==> src/rtl/sram_ctl_pkg.sv <==
package sram_ctl_pkg;

    typedef enum logic [2:0] {
        IDLE       = 3'd0,
        RD_ACCESS  = 3'd1,
        RD_DONE    = 3'd2,
        WR_SETUP   = 3'd3,
        WR_PULSE   = 3'd4,
        WR_RECOVER = 3'd5,
        TURNAROUND = 3'd6
    } ctl_state_e;

    // Whole clock cycles covering t_ns, never fewer than one.
    function automatic int ns_to_cycles(input int t_ns, input int period_ns);
        int c;
        c = (t_ns + period_ns - 1) / period_ns;
        if (c < 1) c = 1;
        return c;
    endfunction

    function automatic int imax(input int a, input int b);
        return (a > b) ? a : b;
    endfunction

endpackage

==> src/rtl/sram_phase_timer.sv <==
module sram_phase_timer #(
    parameter int CNT_W = 4
) (
    input  logic             clk,
    input  logic             rst_n,
    input  logic             load,
    input  logic [CNT_W-1:0] load_val,
    output logic             zero
);

    logic [CNT_W-1:0] cnt_d, cnt_q;

    always_comb begin
        cnt_d = cnt_q;
        if (load) begin
            cnt_d = load_val;
        end else if (cnt_q != '0) begin
            cnt_d = cnt_q - 1'b1;
        end
    end

    always_ff @(posedge clk or negedge rst_n) begin
        if (!rst_n) cnt_q <= '0;
        else        cnt_q <= cnt_d;
    end

    assign zero = (cnt_q == '0);


    tmr_countdown_chk: assert property (@(posedge clk) disable iff (!rst_n)
        (!load && cnt_q != '0) |=> (cnt_q == $past(cnt_q) - 1'b1));

endmodule

==> src/rtl/sram_rd_capture.sv <==
module sram_rd_capture #(
    parameter int DATA_W = 8
) (
    input  logic              clk,
    input  logic              rst_n,
    input  logic              capture,
    input  logic [DATA_W-1:0] bus_in,
    output logic              rsp_valid,
    output logic [DATA_W-1:0] rsp_rdata
);

    typedef struct packed {
        logic              vld;
        logic [DATA_W-1:0] data;
    } cap_regs_t;

    cap_regs_t cap_d, cap_q;

    always_comb begin
        cap_d     = cap_q;
        cap_d.vld = capture;
        if (capture) cap_d.data = bus_in;
    end

    always_ff @(posedge clk or negedge rst_n) begin
        if (!rst_n) cap_q <= '0;
        else        cap_q <= cap_d;
    end

    assign rsp_valid = cap_q.vld;
    assign rsp_rdata = cap_q.data;

endmodule

==> src/rtl/sram_async_ctrl.sv <==
module sram_async_ctrl
    import sram_ctl_pkg::*;
#(
    parameter int ADDR_W        = 17,
    parameter int DATA_W        = 8,
    parameter int CLK_PERIOD_NS = 5,
    parameter int T_RC          = 55,
    parameter int T_AA          = 55,
    parameter int T_WP          = 40,
    parameter int T_DW          = 25,
    parameter int T_OHZ         = 30
) (
    input  logic              clk,
    input  logic              rst_n,
    input  logic              req_valid,
    output logic              req_ready,
    input  logic              req_write,
    input  logic [ADDR_W-1:0] req_addr,
    input  logic [DATA_W-1:0] req_wdata,
    output logic              rsp_valid,
    output logic [DATA_W-1:0] rsp_rdata,
    output logic [ADDR_W-1:0] sram_addr,
    output logic              sram_ce1_n,
    output logic              sram_ce2,
    output logic              sram_oe_n,
    output logic              sram_we_n,
    output logic [DATA_W-1:0] sram_dq_out,
    input  logic [DATA_W-1:0] sram_dq_in,
    output logic              sram_dq_oe
);

    localparam int RC_CYC  = ns_to_cycles(T_RC, CLK_PERIOD_NS);
    localparam int AA_CYC  = ns_to_cycles(T_AA, CLK_PERIOD_NS);
    localparam int WP_CYC  = ns_to_cycles(T_WP, CLK_PERIOD_NS);
    localparam int DW_CYC  = ns_to_cycles(T_DW, CLK_PERIOD_NS);
    localparam int OHZ_CYC = ns_to_cycles(T_OHZ, CLK_PERIOD_NS);
    // Read window covers access time and cycle time.
    localparam int RD_CYC  = imax(AA_CYC, RC_CYC);
    // Write pulse covers pulse width, data overlap and, with the setup and
    // recovery cycles around it, the minimum write cycle.
    localparam int WP_LEN  = imax(imax(WP_CYC, DW_CYC), imax(RC_CYC - 2, 1));
    localparam int MAX_CYC = imax(imax(RD_CYC, WP_LEN), OHZ_CYC);
    localparam int CNT_W   = $clog2(MAX_CYC + 1);

    localparam logic [CNT_W-1:0] RD_LOAD  = CNT_W'(RD_CYC - 1);
    localparam logic [CNT_W-1:0] WP_LOAD  = CNT_W'(WP_LEN - 1);
    localparam logic [CNT_W-1:0] OHZ_LOAD = CNT_W'(OHZ_CYC - 1);

    typedef struct packed {
        ctl_state_e        st;
        logic [ADDR_W-1:0] addr;
        logic [DATA_W-1:0] wdata;
        logic              ce1_n;
        logic              ce2;
        logic              oe_n;
        logic              we_n;
        logic              dq_oe;
    } ctl_regs_t;

    localparam ctl_regs_t CTL_RESET = '{
        st: IDLE, addr: '0, wdata: '0,
        ce1_n: 1'b1, ce2: 1'b0, oe_n: 1'b1, we_n: 1'b1, dq_oe: 1'b0
    };

    ctl_regs_t        r_d, r_q;
    logic             ph_load, hz_load, capture;
    logic [CNT_W-1:0] ph_val;
    logic             ph_zero, hz_zero;

    always_comb begin
        r_d     = r_q;
        ph_load = 1'b0;
        ph_val  = '0;
        hz_load = 1'b0;
        capture = 1'b0;
        case (r_q.st)
            IDLE: begin
                if (req_valid) begin
                    r_d.addr  = req_addr;
                    r_d.wdata = req_wdata;
                    if (!req_write) begin
                        r_d.st    = RD_ACCESS;
                        r_d.ce1_n = 1'b0;
                        r_d.ce2   = 1'b1;
                        r_d.oe_n  = 1'b0;
                        ph_load   = 1'b1;
                        ph_val    = RD_LOAD;
                    end else if (hz_zero) begin
                        r_d.st    = WR_SETUP;
                        r_d.ce1_n = 1'b0;
                        r_d.ce2   = 1'b1;
                    end else begin
                        r_d.st    = TURNAROUND;
                    end
                end
            end
            TURNAROUND: begin
                if (hz_zero) begin
                    r_d.st    = WR_SETUP;
                    r_d.ce1_n = 1'b0;
                    r_d.ce2   = 1'b1;
                end
            end
            WR_SETUP: begin
                r_d.st    = WR_PULSE;
                r_d.we_n  = 1'b0;
                r_d.dq_oe = 1'b1;
                ph_load   = 1'b1;
                ph_val    = WP_LOAD;
            end
            WR_PULSE: begin
                if (ph_zero) begin
                    r_d.st   = WR_RECOVER;
                    r_d.we_n = 1'b1;
                end
            end
            WR_RECOVER: begin
                r_d.st    = IDLE;
                r_d.dq_oe = 1'b0;
                r_d.ce1_n = 1'b1;
                r_d.ce2   = 1'b0;
            end
            RD_ACCESS: begin
                if (ph_zero) begin
                    r_d.st    = RD_DONE;
                    r_d.ce1_n = 1'b1;
                    r_d.ce2   = 1'b0;
                    r_d.oe_n  = 1'b1;
                    capture   = 1'b1;
                    hz_load   = 1'b1;
                end
            end
            RD_DONE: begin
                r_d.st = IDLE;
            end
            default: begin
                r_d = CTL_RESET;
            end
        endcase
    end

    always_ff @(posedge clk or negedge rst_n) begin
        if (!rst_n) r_q <= CTL_RESET;
        else        r_q <= r_d;
    end

    sram_phase_timer #(.CNT_W(CNT_W)) i_phase_timer (
        .clk      (clk),
        .rst_n    (rst_n),
        .load     (ph_load),
        .load_val (ph_val),
        .zero     (ph_zero)
    );

    sram_phase_timer #(.CNT_W(CNT_W)) i_release_timer (
        .clk      (clk),
        .rst_n    (rst_n),
        .load     (hz_load),
        .load_val (OHZ_LOAD),
        .zero     (hz_zero)
    );

    sram_rd_capture #(.DATA_W(DATA_W)) i_rd_capture (
        .clk       (clk),
        .rst_n     (rst_n),
        .capture   (capture),
        .bus_in    (sram_dq_in),
        .rsp_valid (rsp_valid),
        .rsp_rdata (rsp_rdata)
    );

    assign req_ready   = (r_q.st == IDLE);
    assign sram_addr   = r_q.addr;
    assign sram_dq_out = r_q.wdata;
    assign sram_ce1_n  = r_q.ce1_n;
    assign sram_ce2    = r_q.ce2;
    assign sram_oe_n   = r_q.oe_n;
    assign sram_we_n   = r_q.we_n;
    assign sram_dq_oe  = r_q.dq_oe;


    strobe_excl_chk: assert property (@(posedge clk) disable iff (!rst_n)
        !(!sram_oe_n && !sram_we_n));


    we_selected_chk: assert property (@(posedge clk) disable iff (!rst_n)
        $fell(sram_we_n) |-> (!sram_ce1_n && sram_ce2 && sram_oe_n));


    dq_oe_window_chk: assert property (@(posedge clk) disable iff (!rst_n)
        sram_dq_oe |-> (!sram_we_n || $past(!sram_we_n)));


    bus_release_chk: assert property (@(posedge clk) disable iff (!rst_n)
        $rose(sram_dq_oe) |-> hz_zero);


    rd_addr_hold_chk: assert property (@(posedge clk) disable iff (!rst_n)
        (!sram_oe_n && $past(!sram_oe_n)) |-> $stable(sram_addr));


    rsp_pulse_chk: assert property (@(posedge clk) disable iff (!rst_n)
        rsp_valid |=> !rsp_valid);

endmodule

==> config.mk <==
export PLATFORM = sky130hd
export DESIGN_NAME = sram_async_ctrl
export DESIGN_NICKNAME = d
export VERILOG_FILES = /design/src/rtl/sram_ctl_pkg.sv /design/src/rtl/sram_phase_timer.sv /design/src/rtl/sram_rd_capture.sv /design/src/rtl/sram_async_ctrl.sv
export SDC_FILE = /design/constraint.sdc
export NUM_CORES = 1
export LEC_CHECK = 0
export BUFFER_PORTS_ARGS = -buffer_cell sky130_fd_sc_hd__buf_4
export CORE_MARGIN = 4
export CORE_UTILIZATION = 46
export CTS_CLUSTER_DIAMETER = 50
export DETAILED_ROUTE_END_ITERATION = 6
export PLACE_DENSITY = 0.83
export SYNTH_ARGS = -nofsm -noshare
export SYNTH_HDL_FRONTEND = slang
export SYNTH_SLANG_ARGS = --single-unit
==> constraint.sdc <==
create_clock -name clk -period 1.6 [get_ports clk]
set_input_delay 0.08 -clock clk [delete_from_list [all_inputs] [get_ports clk]]
set_output_delay 0.08 -clock clk [all_outputs]
set_load 0.02 [all_outputs]
======== After elaboration in Yosys (flattened, before gate mapping) ========
Index checks and enable logic that the tools add are counted.
word-level totals
  register bits ........................... 50
  bits of input ports ..................... 37
  output and inout bits ................... 40
  word-level logic and storage cells ...... 74
cells by class
  add/subtract/negate cells ............... 2
  eq/ne operators ......................... 11
  muxes and demuxes ....................... 28
  bitwise logic cells ..................... 4
  reduce and logical (&&, ||, !) cells .... 17
operators by type and width
  kind                                                  number
  one-hot mux 25 bit (2 select lines)                   1
  2-to-1 mux 31 bit                                     1
  2-to-1 mux 4 bit                                      6
  2-to-1 mux 3 bit                                      5
  one-hot mux 3 bit (5 select lines)                    1
  OR reduction 5 bit                                    3
  equality test 3 bit (second input constant)           3
  logical NOT 4 bit                                     2
  one-hot mux 2 bit (4 select lines)                    1
  one-hot mux 4 bit (2 select lines)                    1
  AND reduction 4 bit                                   2
  nonzero test 4 bit                                    2
  subtractor 4 x 1 -> 4 bit (second input constant)     2
  equality test 3 x 2 -> 1 bit (second input constant)  2
  2-to-1 mux 1 bit                                      6
  != test 2 bit (second input constant)                 3
  one-hot mux 1 bit (3 select lines)                    2
  OR reduction 6 bit                                    1
  2-to-1 mux 2 bit                                      2
  != test 2 x 1 -> 1 bit (second input constant)        2
  NOT 1 bit                                             4
  one-hot mux 1 bit (2 select lines)                    2
  AND reduction 2 bit                                   2
  nonzero test 2 bit                                    2
  other kinds (4)                                       4

======== Logic depth before layout (Yosys ltp) ========
Gate-level depths: netlist of run 1.
  depth after elaboration ................. 5
  depth in mapped cells ................... 8

======== By module ========
A second synthesis of run 1 with hierarchy kept.
second synthesis, totals
  cell total of the unflattened synthesis .. 210
  area total of the unflattened synthesis .. 2461.1 um^2
by module, submodules not included
  module            instances  cells each  area an instance (um^2)
  sram_async_ctrl   1          148         1636.6
  sram_phase_timer  2          22          234.0
  sram_rd_capture   1          18          356.6

======== Worst setup path after synthesis of run 1 ========
Ideal clock, no wire load.
  path kind ............................... reg-to-reg
  from .................................... reg i_phase_timer.cnt_q[0]
  to ...................................... reg i_phase_timer.cnt_q[1]
  data arrival time ....................... 1.486 ns
  path slack .............................. 0.031 ns
  stages on the path, launching flop included .. 7
  buffers on the path ..................... 0
  cell sequence ........................... dfrtp_1 -> inv_1 -> ha_1 -> nor3b_4 -> mux2_2 -> a21o_1 -> o21ai_0
on the way
  cells in the longest elaborated chain, start to end .. 3
RTL lines
  element                    RTL line                RTL
  start, declared            sram_phase_timer.sv:11  logic [CNT_W-1:0] cnt_d, cnt_q;
  start signal, assigned     sram_phase_timer.sv:24  else cnt_q <= cnt_d;
  subtractor 4 x 1 -> 4 bit  sram_phase_timer.sv:18  cnt_d = cnt_q - 1'b1;
  2-to-1 mux 4 bit           sram_phase_timer.sv:17  end else if (cnt_q != '0) begin
  2-to-1 mux 4 bit           sram_phase_timer.sv:15  if (load) begin
Several ways; a longest one is shown, not always the timed one. The select of a mux whose other input is x is not followed.
A chain may end at the register's enable or synchronous reset.

======== Worst setup path in the final report of run 1 ========
  from .................................... reg i_phase_timer.cnt_q[1]
  to ...................................... reg i_phase_timer.cnt_q[1]
The elaborated chain is that of the path after synthesis.

==> impl_summary.log, run 1 <==
[metrics] worst rel slew slack: 0.594
[metrics] Post-Synthesis Net Count: roughly 310
[metrics] Critical Path RT: 1.84 ns
[metrics] worst ir drop on vdd: between 1 and 1.5 mV
[metrics] maximum number of buffers from clock root to sink: 2
[metrics] post-place setup slack: -0.0550 ns
[metrics] minimum clock period: between 1.5 and 2 ns
[metrics] Antenna Cells: 0
[metrics] Slowest cell on crit path: dfrtp_1
[metrics] synthesized area per cell: ~9.3 µm²
[metrics] CTS tree: done
[metrics] number of nets at the end of the flow: roughly 390
[metrics] leading cell type in the layout, fill and taps excluded: buf_4
[metrics] commonest non-fill, non-tap cells in the layout: buf_4, nand2_1, dfrtp_1
[metrics] share of flip-flops with an asynchronous set or reset: 1.00
[metrics] Synth Cell Area: about 0.0025 mm²
[metrics] portion of synthesized cell area occupied by the leading cell type: 0.465
[metrics] leakage power summed over all cells: approximately 0.0017 µW
[metrics] floorplan die height: 82.1 µm
[metrics] number of cell rows: 26
[metrics] initial antenna violation count: 0
[metrics] sum of net half-perimeters after detailed placement: 3800 µm
[metrics] root buffer selected by CTS: clkbuf_8
[metrics] number of hold violations in the final report: 0
[metrics] Min-Delay Startpoint: req_addr[6]
[metrics] Filler cells: ~420
[metrics] via count: 2,081
[metrics] crit path from: i_phase_timer.cnt_q[1]
[metrics] kind of cell adding the most delay to the critical path: flip-flops
[metrics] Buf+Inv Stages, Crit Path: 1
[metrics] series of cell instances along the critical path: inv_2, ha_4, nor3b_4, mux2_4, a21o_1, o21ai_0
[metrics] largest area contributor in the netlist: dfrtp_1
[metrics] count of flip-flops with a built-in enable after synthesis: 0
[metrics] final setup skew: approximately 0.0057 ns
[metrics] die width: 82.1 µm
[metrics] area of the die: 0.00674 mm²
[metrics] total clock sinks: 50
[metrics] number of global-route vias before repair: roughly 2,000
[metrics] origin of the critical flop-to-flop path: i_phase_timer.cnt_q[1]
[metrics] critical path start-end classification: reg2reg
[metrics] result of the run: complete, no violations
[metrics] Setup crit start kind: register
[metrics] synthesized netlist cell count: roughly 270
[metrics] CTS Buf Count: 5
[metrics] warning count from the yosys run: 0
[metrics] DRC violation count after routing: 0
[metrics] count of different cell masters after synthesis: 43
[metrics] wire length of the first global-routing pass: just under 9000 µm
[metrics] fraction of layout instances using a drive strength above 1: 0.362
[metrics] final worst-path setup slack: approximately 0.048 ns
[metrics] post-route clock period utilization: 0.970
[metrics] total routing resource utilization after global routing: 0.172
[metrics] maximum number of pins on one net before global-route repair: approximately 50
[metrics] routed length per instance: around 13 µm
[metrics] vias per cell: between 4 and 5
[metrics] share of synthesized area occupied by flip-flops and latches: 0.497
[metrics] Seq cells post-synth: 50
[metrics] total wire length after detailed routing: ~5600 µm
[metrics] later-pin clock latency in the skew report: around 0.31 ns
[metrics] count of max-cap constraint violations: 0
[metrics] critical-path maximum fanout: 5
[metrics] aggregate global routing overflow: 0
[metrics] Core Area: 0.00520 mm²
[metrics] number of top-level pins: 77
[metrics] delay of the slowest cell on the worst path: roughly 0.40 ns
[metrics] maximum level of the CTS H-tree: 2
[metrics] Post-synth top flop: dfrtp_1
[metrics] capturing element type of the critical path: register
[metrics] number of pins with negative max-slew slack in the final report: 0
[metrics] highest achievable clock rate: about 0.64 GHz
[metrics] pwr dens: around 1900 mW/mm²
[metrics] post-CTS clock slew at the launch and capture registers of the worst setup and hold paths: 0.09 ns
[metrics] class of the tightest hold or removal check: in2reg
[metrics] largest cells by area after synthesis: dfrtp_1, nand2_1, buf_4
[metrics] post-detailed-route count of antenna-violating nets: 0
[metrics] port buffer count: 76
[metrics] final cell count without fillers: 418
[metrics] number of cells in the design after placement: between 300 and 400
[metrics] weighted congestion reported at the end of routability-driven placement: approximately 0.85
[metrics] slew at the pin closest to its max-slew limit: 0.609 ns
[metrics] initial cell density of the core: 0.486
[metrics] post-synthesis to final-layout area growth: 32.9%
[metrics] Detailed Route Iter0 Violations: between 40 and 50
[metrics] total of endpoints with negative setup slack in the final report: 0
[metrics] Data arrival, critical path: roughly 1.8 ns
[metrics] number of search-and-repair iterations in the first detailed-routing pass: 4
[cell type report]
type	count	area [µm²]	share of cell area
clock inverter	3	43.8	0.0130
inverter	10	37.5	0.0112
multi-input combinational	174	1010	0.300
clock buffer	5	68.8	0.0205
tap	70	87.6	0.0261
timing repair buffer	106	856	0.255
sequential	50	1260	0.374
[worst register-to-register path: cells and delay by family, from the launching register on]
kind                     cells  cell delay [ns]
AO/OA/AOI/OAI                2             0.21
AND/OR/NAND/NOR              1             0.31
flip-flops                   1             0.40
multiplexers                 1             0.34
buffers and inverters        1             0.09
adder cells (fa/ha/maj)      1             0.14
[metrics by stage]
stage	TNS [ns]	power, µW	utilization	hold WS, ns	area (µm²)
finish	0	6330	0.645	0.00949	3360
global route	-0.0314	6810	0.645	0.000445	3360
CTS	0	6190	0.629	0.00149	3270
detailed placement	-0.411	5210	0.580	0.144	3020
global placement	0	5110	0.580	0.136	3020
floorplan	0	4320	-	-0.216	2530
[logic make-up (layout without fill, tap and decap cells)]
group / Yosys count / after routing / synth area share
flops: 50 / 50 / 0.497
compound gates: 54 / 54 / 0.137
simple gates: 110 / 110 / 0.201
buf+inv: 49 / 124 / 0.124
mux: 3 / 3 / 0.0124
xor+xnor: 4 / 4 / 0.0139
fa+ha+maj: 3 / 3 / 0.0149
[power by group]
part	total, µW	internal (µW)	switching [µW]	leakage [µW]
clock	899	469	430	0.0000585
sequential	2130	1760	366	0.000624
combinational	3300	1510	1790	0.000975
total	6330	3740	2590	0.00166
[registers in the layout (all words and copies together) (netlist names), 3 cells and up]
register,count
i_release_timer.cnt_q,4
sram_dq_out,8
i_phase_timer.cnt_q,4
i_rd_capture.rsp_rdata,8
r_q,3
sram_addr,17
[metal layers]
| layer | up-vias | global-route usage | wire (µm) |
|---|---|---|---|
| met4 | 0 | 0.0515 | 61 |
| met3 | 7 | 0.0445 | 416 |
| met1 | 968 | 0.221 | 2360 |
| met5 | - | 0 | 0 |
| li1 | 1028 | - | - |
| met2 | 78 | 0.284 | 2790 |
[cells in the mapped netlist, types with 2 or more instances]
library cell  number
dfrtp_1           47
xnor2_1            4
o21ai_0            5
inv_1             10
ha_1               3
nor3_1             4
dfstp_2            3
buf_4             27
nand3_1            8
nand2b_1           2
o21ai_1           25
a211o_1            3
a2111o_1           2
nor2b_1            3
mux2i_1            2
buf_2             10
nand2_1           79
nor2_1             4
buf_6              2
a21oi_1            7
[what timing repair did]
item / 4_1_cts / 5_1_grt
setup endpoints to repair: 14 / 18
endpoints found under the hold margin: 59 / 1
gates cloned: 0 / 0
setup buffers: 1 / 4
pin swaps: 0 / 3
hold buffers: 13 / 1
gates resized for setup: 3 / 13
[path summary, 6_finish.rpt]
path	to	slack, ns	cells after the start
max reg2reg	i_phase_timer.cnt_q[1]	0.05	6
min reg2reg	sram_addr[2]	0.49	2
min	sram_addr[6]	0.009	3
max in group asynchronous	r_q[30]	0.84	2
min in group asynchronous	sram_ce2	0.33	2
max	i_phase_timer.cnt_q[1]	0.05	6
(Power assumes the default switching activity.)
==> inputs of run 2 (changes only) <==
--- a/config.mk
+++ b/config.mk
@@ -5,9 +5,13 @@
 export SDC_FILE = /design/constraint.sdc
 export NUM_CORES = 1
 export LEC_CHECK = 0
+export ABC_AREA = 1
 export BUFFER_PORTS_ARGS = -buffer_cell sky130_fd_sc_hd__buf_4
+export CELL_PAD_IN_SITES_DETAIL_PLACEMENT = 0
+export CELL_PAD_IN_SITES_GLOBAL_PLACEMENT = 1
+export CORE_ASPECT_RATIO = 1.2
 export CORE_MARGIN = 4
-export CORE_UTILIZATION = 46
+export CORE_UTILIZATION = 34
 export CTS_CLUSTER_DIAMETER = 50
 export DETAILED_ROUTE_END_ITERATION = 6
 export PLACE_DENSITY = 0.83
==> run 2 against run 1 <==
Net effect:
- sequential share of layout area increased by 1.2 points
- clock skew increased by 0.0097 ns
- largest cell class unchanged
- global-route usage decreased by 4.6 points
- first-iteration DRC count decreased by 48%
- power increased by 2.2%
- area after synthesis increased by 1.7%
- core utilization decreased by 20 points
- maximum frequency increased by 3.9%
==> impl_summary.log, run 2 <==
[metrics] result of the run: complete, no violations
[metrics] Slowest cell on crit path: dfrtp_1
[metrics] maximum number of buffers from clock root to sink: 2 (unchanged)
[metrics] root buffer selected by CTS: clkbuf_8
[metrics] via count: 2,012 (-3.3%)
[metrics] worst ir drop on vdd: 0.790 mV (-23%)
[metrics] Final Core Density: 0.445 (-0.200)
[metrics] number of global-route vias before repair: 2,029 (+3.6%)
[metrics] Core Area: 0.00732 mm² (+41%)
[metrics] leakage power summed over all cells: 0.00169 µW (+2.0%)
[metrics] synthesized netlist cell count: 292 (+7.0%)
[metrics] total clock sinks: 50 (unchanged)
[metrics] total wire length after detailed routing: 5460 µm (-3.1%)
[metrics] count of different cell masters after synthesis: 28 (-35%)
[metrics] critical-path maximum fanout: 22 (+17)
[metrics] total routing resource utilization after global routing: 0.126 (-0.0459)
[metrics] post-synthesis adder-cell area fraction: 0.0146 (-0.000253)
[metrics] minimum clock period: 1.49 ns (-0.0584 ns)
[metrics] capturing element type of the critical path: output pin
[metrics] class of the tightest hold or removal check: in2reg
[metrics] part of the power in combinational logic: 0.533 (+0.011)
[metrics] fraction of power spent switching nets: 0.437 (+0.0284)
[metrics] wire length of the first global-routing pass: 9070 µm (+1.4%)
[metrics] Post-synth top cells: nand2_1, dfrtp_1, buf_4, o21ai_2, inv_1
[metrics] number of nets at the end of the flow: 395 (+2.1%)
[metrics] die width: 87.4 µm (+6.4%)
[metrics] initial cell density of the core: 0.351 (-0.134)
[metrics] maximum number of pins on one net before global-route repair: 51 (unchanged)
[metrics] worst flop-to-flop path endpoint: i_rd_capture.rsp_rdata[0]
[metrics] initial antenna violation count: 0 (unchanged)
[metrics] DRC violation count after routing: 0 (unchanged)
[metrics] origin of the critical flop-to-flop path: i_phase_timer.cnt_q[0]
[metrics] Critical Path RT: 1.52 ns (-0.32 ns)
[metrics] vias per cell: 4.51 (-9.4%)
[metrics] floorplan die height: 103 µm (+26%)
[metrics] count of flip-flops with a built-in enable after synthesis: 0 (unchanged)
[metrics] number of cell rows: 34 (+31%)
[metrics] Worst Hold Depth: 3 (unchanged)
[metrics] Setup crit start kind: register
[metrics] warning count from the yosys run: 0 (unchanged)
[metrics] largest cells by area after synthesis: dfrtp_1, nand2_1, o21ai_2
[metrics] most common cell in the netlist: nand2_1
[metrics] Data arrival, critical path: 1.41 ns (-0.38 ns)
[metrics] post-route clock period utilization: 0.934 (-0.0365)
[metrics] delay of the slowest cell on the worst path: 0.42 ns (+0.02 ns)
[metrics] final-layout setup total negative slack: 0 ns (unchanged)
[metrics] later-pin clock latency in the skew report: 0.31 ns (about the same)
[metrics] Compound-Gate Fraction of Synth Area: 0.124 (-0.0130)
[metrics] leading cell type in the layout, fill and taps excluded: nand2_1
[metrics] Seq cells post-synth: 50 (unchanged)
[metrics] Synth Cell Area: 0.00257 mm² (+1.7%)
[metrics] number of pins with negative max-slew slack in the final report: 0 (unchanged)
[metrics] sum of net half-perimeters after detailed placement: 3930 µm (+3.3%)
[metrics] series of cell instances along the critical path: inv_2, nand2_2, nor2_4, buf_6, buf_4
[metrics] critical path start-end classification: reg2out
[metrics] number of search-and-repair iterations in the first detailed-routing pass: 4 (unchanged)
[metrics] post-synthesis to final-layout area growth: 26.6%
[metrics] Worst Hold Path EP: sram_addr[4]
[metrics] aggregate global routing overflow: 0 (unchanged)
[metrics] number of top-level pins: 77 (unchanged)
[metrics] total of endpoints with negative setup slack in the final report: 0 (unchanged)
[metrics] area of the die: 0.00902 mm² (+34%)
[metrics] portion of synthesized cell area occupied by the leading cell type: 0.457 (-0.00793)
[metrics] highest achievable clock rate: 0.669 GHz (+3.9%)
[metrics] Antenna Cells: 0 (unchanged)
[metrics] parity-gate share of the synthesized area counting xor and xnor cells: 0.0102 (-0.00364)
[metrics] relative contribution of the clock network to total power: 0.147 (+0.005)
[metrics] post-CTS clock slew at the launch and capture registers of the worst setup and hold paths: 0.09 ns (about the same)
[metrics] largest area contributor in the netlist: dfrtp_1
[metrics] fraction of layout instances using a drive strength above 1: 0.362 (about the same)
[metrics] Min-Delay Startpoint: req_addr[4]
[metrics] share of synthesized area occupied by flip-flops and latches: 0.488 (-0.00846)
[metrics] dominant combinational cell family by area after synthesis: simple AND/OR/NAND/NOR gates
[metrics] post-synthesis simple-gate area fraction: 0.232 (+0.0306)
[metrics] CTS Buf Count: 5 (unchanged)
[metrics] post-detailed-route count of antenna-violating nets: 0 (unchanged)
[metrics] share of flip-flops with an asynchronous set or reset: 1.00 (unchanged)
[metrics] fraction of synthesized area in multiplexers: 0 (-0.0124)
[metrics] weighted congestion reported at the end of routability-driven placement: 0.858 (+1.2%)
[metrics] Internal Power: 3640 µW (-2.7%)
[metrics] Post-Synthesis Net Count: 332 (+6.1%)
[metrics] maximum level of the CTS H-tree: 2 (unchanged)
[metrics] port buffer count: 76 (unchanged)
[metrics] synthesized area per cell: 8.81 µm² (-4.9%)
[metrics] routed length per instance: 12.2 µm (-9.1%)
[metrics] net switching power: 2830 µW (+9.3%)
[metrics] Detailed Route Iter0 Violations: 22 (-48%)
[metrics] unrepaired setup endpoints after global routing: no
[metrics] worst-case register-to-register setup slack: 0.17 ns (+0.12 ns)
[metrics] pwr dens: 1990 mW/mm² (+5.5%)
[metrics] CTS tree: done
[metrics] cells on worst reg2reg path: 8 (+2)
[metrics] sequential share of power: 0.320 (-0.016)
[metrics] number of hold violations in the final report: 0 (unchanged)
[metrics] worst rel slew slack: 0.582 (-0.0121)
[metrics] count of max-cap constraint violations: 0 (unchanged)
[metrics] commonest non-fill, non-tap cells in the layout: nand2_1, buf_4, dfrtp_1
[metrics] slew at the pin closest to its max-slew limit: 0.627 ns (+0.0181 ns)
[metrics] Post-synth top flop: dfrtp_1
[metrics] flip-flop count of the largest register after layout: 17 (unchanged)
[metrics] final setup skew: 0.0154 ns (+0.00967 ns)
[run 2: final cells by class]
type                       instances  area (µm²)
multi-input combinational        190         980
clock buffer                       6        82.6
sequential                        50        1250
tap                               90         113
timing repair buffer              90         718
inverter                          18        67.6
fill                             737        4060
clock inverter                     2        38.8
[run 2: routing by layer]
metal	routed length, µm	global-route usage	up-vias
li1	-	-	1021
met1	2320	0.148	921
met2	2660	0.225	63
met3	426	0.0293	7
met4	50	0.0401	0
met5	0	0	-
[run 2: repair_timing]
action / 4_1_cts / 5_1_grt
gates resized for setup: 0 / 2
hold endpoints to repair: 55 / 0
buffers inserted: 0 / 0
setup endpoints to repair: 0 / 3
hold buffers: 9 / 0
[run 2: cell families after synthesis]
group / after synthesis
and+or+nand+nor: 141
buffers and inverters: 52
DFF: 50
AOI/OAI and AO/OA: 43
xor gates and xnor gates: 3
adders and majority gates: 3
[run 2: worst max-delay path by stage]
stage | from | to | slack [ns] | cells past startpoint
2_1_floorplan | i_phase_timer.cnt_q[0] | i_release_timer.cnt_q[1] | 0.28 | 8
3_3_place_gp | r_q[32] | r_q[31] | 0.17 | 6
3_5_place_dp | r_q[30] | sram_addr[3] | 0.13 | 8
4_1_cts | r_q[30] | req_ready | 0.02 | 5
5_1_grt | r_q[30] | req_ready | 0.01 | 5
6_report | r_q[30] | req_ready | 0.11 | 5
[run 2: power by group through the flow]
stage | combinational (µW) | sequential [µW] | clock [µW]
after floorplan | 2570 | 2230 | 0
after global placement | 3390 | 2090 | 0
after detailed placement | 3450 | 2090 | 0
after CTS | 3480 | 2070 | 995
after global routing | 3870 | 2130 | 1030
final | 3450 | 2070 | 950
[run 2: critical path, delay by kind of cell (launching register included)]
family	cells	cell delay, ns
buffers and inverters	3	0.48
flip-flops	1	0.42
AND/OR/NAND/NOR	2	0.21
[run 2: through the flow]
stage                     std cells  cell area (µm²)  hold WS (ns)  worst slack [ns]  power (µW)
after global routing            446             3250        0.0228            0.0122        7030
after floorplan                 292             2570        -0.216             0.284        4790
after detailed placement        429             3040         0.149             0.128        5550
final                           446             3250        0.0278             0.106        6470
after global placement          429             3040         0.149             0.175        5480
after CTS                       446             3250        0.0205            0.0201        6550
==> inputs of run 3 (changes only) <==
--- a/config.mk
+++ b/config.mk
@@ -5,7 +5,6 @@
 export SDC_FILE = /design/constraint.sdc
 export NUM_CORES = 1
 export LEC_CHECK = 0
-export ABC_AREA = 1
 export BUFFER_PORTS_ARGS = -buffer_cell sky130_fd_sc_hd__buf_4
 export CELL_PAD_IN_SITES_DETAIL_PLACEMENT = 0
 export CELL_PAD_IN_SITES_GLOBAL_PLACEMENT = 1
@@ -14,7 +13,7 @@
 export CORE_UTILIZATION = 34
 export CTS_CLUSTER_DIAMETER = 50
 export DETAILED_ROUTE_END_ITERATION = 6
-export PLACE_DENSITY = 0.83
+export PLACE_DENSITY_LB_ADDON = 0.1
 export SYNTH_ARGS = -nofsm -noshare
 export SYNTH_HDL_FRONTEND = slang
 export SYNTH_SLANG_ARGS = --single-unit
==> run 3 against run 2 <==
Net effect:
- die area fell by 1.6%
- clock skew fell by 0.0090 ns
- highest routed layer unchanged
- final cell count fell by 0.22%
- critical endpoint is now i_phase_timer.cnt_q[1]
- via count rose by 1.2%
- power fell by 3.2%
- first-iteration DRC count rose to 2.7 times the previous value
- worst hold slack got worse by 0.019 ns
- largest power group unchanged
==> impl_summary.log, run 3 (synthesis gave the netlist of run 1 again) <==
[metrics] result of the run: complete, no violations
[metrics] final setup skew: 0.00645 ns (-0.00896 ns)
[metrics] initial cell density of the core: 0.349 (-0.00192)
[metrics] minimum clock period: 1.56 ns (+0.0668 ns)
[metrics] later-pin clock latency in the skew report: 0.30 ns (about the same)
[metrics] Detailed Route Iter0 Violations: 59 (+170%)
[metrics] wire length of the first global-routing pass: 9500 µm (+4.7%)
[metrics] maximum level of the CTS H-tree: 2 (unchanged)
[metrics] final cell count without fillers: 445 (-0.22%)
[metrics] slew at the pin closest to its max-slew limit: 0.646 ns (+0.0186 ns)
[metrics] sum of net half-perimeters after detailed placement: 4040 µm (+2.9%)
[metrics] maximum number of buffers from clock root to sink: 2 (unchanged)
[metrics] class of the tightest hold or removal check: in2reg
[metrics] Hold Slack: 0.00882 ns (-0.0189 ns)
[metrics] part of the power in combinational logic: 0.533 (about the same)
[metrics] total routing resource utilization after global routing: 0.135 (+0.00906)
[metrics] Core Area: 0.00723 mm² (-1.2%)
[metrics] area of the die: 0.00888 mm² (-1.6%)
[metrics] critical path start-end classification: reg2reg
[metrics] number of pins with negative max-slew slack in the final report: 0 (unchanged)
[metrics] leading cell type in the layout, fill and taps excluded: buf_4
[metrics] post-route clock period utilization: 0.976 (+0.0417)
[metrics] number of cell rows: 34 (unchanged)
[metrics] number of cells in the design after placement: 414 (-3.5%)
[metrics] highest achievable clock rate: 0.641 GHz (-4.3%)
[metrics] Critical Path RT: 1.83 ns (+0.31 ns)
[metrics] Antenna Cells: 0 (unchanged)
[metrics] root buffer selected by CTS: clkbuf_8
[metrics] unrepaired setup endpoints after global routing: yes
[metrics] final worst-path setup slack: 0.0392 ns (-0.0668 ns)
[metrics] leakage power summed over all cells: 0.00168 µW (-0.86%)
[metrics] capturing element type of the critical path: register
[metrics] total clock sinks: 50 (unchanged)
[metrics] number of top-level pins: 77 (unchanged)
[metrics] maximum number of pins on one net before global-route repair: 51 (unchanged)
[metrics] DRC violation count after routing: 0 (unchanged)
[metrics] worst ir drop on vdd: 0.726 mV (-8.1%)
[metrics] Total Power: 6260 µW (-3.2%)
[metrics] aggregate global routing overflow: 0 (unchanged)
[metrics] Internal Power: 3680 µW (+1.1%)
[metrics] total of endpoints with negative setup slack in the final report: 0 (unchanged)
[metrics] count of max-cap constraint violations: 0 (unchanged)
[metrics] vias per cell: 4.58 (+1.5%)
[metrics] post-CTS clock slew at the launch and capture registers of the worst setup and hold paths: 0.09 ns (about the same)
[metrics] sequential share of power: 0.343 (+0.023)
[metrics] CTS Buf Count: 5 (unchanged)
[metrics] CTS tree: done
[metrics] post-synthesis to final-layout area growth: 35.8%
[metrics] critical-path maximum fanout: 5 (-77%)
[metrics] initial antenna violation count: 0 (unchanged)
[metrics] number of hold violations in the final report: 0 (unchanged)
[metrics] Setup crit start kind: register
[metrics] post-place setup slack: -0.0532 ns (-0.181 ns)
[metrics] post-detailed-route count of antenna-violating nets: 0 (unchanged)
[metrics] relative contribution of the clock network to total power: 0.124 (-0.023)
[metrics] die width: 86.7 µm (-0.78%)
[metrics] commonest non-fill, non-tap cells in the layout: buf_4, nand2_1, dfrtp_1
[metrics] worst rel slew slack: 0.570 (-0.0124)
[metrics] net switching power: 2580 µW (-8.8%)
[metrics] routed length per instance: 13.2 µm (+7.5%)
[metrics] fraction of layout instances using a drive strength above 1: 0.363 (+0.00102)
[metrics] floorplan die height: 102 µm (-0.79%)
[metrics] fraction of power spent switching nets: 0.412 (-0.0251)
[metrics] flip-flop count of the largest register after layout: 17 (unchanged)
[metrics] total wire length after detailed routing: 5860 µm (+7.3%)
[metrics] Data arrival, critical path: 1.79 ns (+0.38 ns)
[metrics] multi-input gate area in the final layout: 0.00101 mm² (+3.1%)
[metrics] number of search-and-repair iterations in the first detailed-routing pass: 4 (unchanged)
[metrics] port buffer count: 76 (unchanged)
[metrics] pwr dens: 1820 mW/mm² (-8.3%)
[metrics] number of global-route vias before repair: 2,024 (-0.25%)
[metrics] via count: 2,037 (+1.2%)
[metrics] Filler cells: 744 (+0.95%)
[metrics] number of nets at the end of the flow: 394 (-0.25%)
[metrics] Seq. cell area: 0.00126 mm² (+0.30%)
[metrics] weighted congestion reported at the end of routability-driven placement: 0.798 (-7.0%)
==> run 3: final timing paths <==
path / end / slack (ns) / from / cells after the start
worst max-delay path: i_phase_timer.cnt_q[1] / 0.04 / i_phase_timer.cnt_q[1] / 6
worst max register to register: i_phase_timer.cnt_q[1] / 0.04 / i_phase_timer.cnt_q[1] / 6
worst min-delay path: sram_dq_out[4] / 0.009 / req_wdata[4] / 3
min in group asynchronous: sram_addr[6] / 0.34 / rst_n / 2
max in group asynchronous: r_q[30] / 0.79 / rst_n / 2
worst min register to register: i_rd_capture.rsp_rdata[0] / 0.49 / i_rd_capture.rsp_rdata[0] / 2
==> run 3: power by group through the flow <==
stage | clock network, µW | registers, µW | logic [µW]
6_report | 777 | 2150 | 3330
5_1_grt | 863 | 2220 | 3680
4_1_cts | 814 | 2140 | 3200
3_5_place_dp | 0 | 2160 | 3120
2_1_floorplan | 0 | 2240 | 2080
3_3_place_gp | 0 | 2160 | 3100
==> run 3: layer usage <==
metal  share of wire  up-vias  routed length (µm)  GRT usage
li1                -     1033                   -          -
met2            0.51       42                2970      0.232
met1            0.43      958                2510      0.171
met4          0.0085        0                  50     0.0396
met5               0        -                   0          0
met3           0.055        4                 320     0.0266
==> run 3: what timing repair did <==
item                                   4_1_cts  5_1_grt
hold buffers                                12        6
resized for setup                            2       17
pin swaps                                    1        2
endpoints found under the hold margin       58        6
gates cloned                                 0        0
setup endpoints to repair                   12       21
buffers inserted                             2        3
==> run 3: worst max-delay path: stages (launching register included) <==
cell and delay (ns):
dfrtp_1 0.39, inv_2 0.08, ha_4 0.14, nor3b_4 0.31, mux2_4 0.34, a21o_1 0.15, o21ai_1 0.07
==> run 3: stage by stage <==
| stage | utilization | cell area (µm²) | TNS [ns] |
|---|---|---|---|
| 3_3_place_gp | 0.424 | 3070 | 0 |
| 6_report | 0.475 | 3430 | 0 |
| 3_5_place_dp | 0.424 | 3070 | -0.371 |
| 5_1_grt | 0.475 | 3430 | -0.0966 |
| 4_1_cts | 0.456 | 3300 | 0 |
| 2_1_floorplan | - | 2530 | 0 |
==> run 3: cell type report <==
class / count / share of cell area
timing repair buffer: 113 / 0.268
tap: 90 / 0.0328
clock inverter: 2 / 0.00365
multi-input combinational: 174 / 0.294
inverter: 10 / 0.0109
clock buffer: 6 / 0.0241
sequential: 50 / 0.367
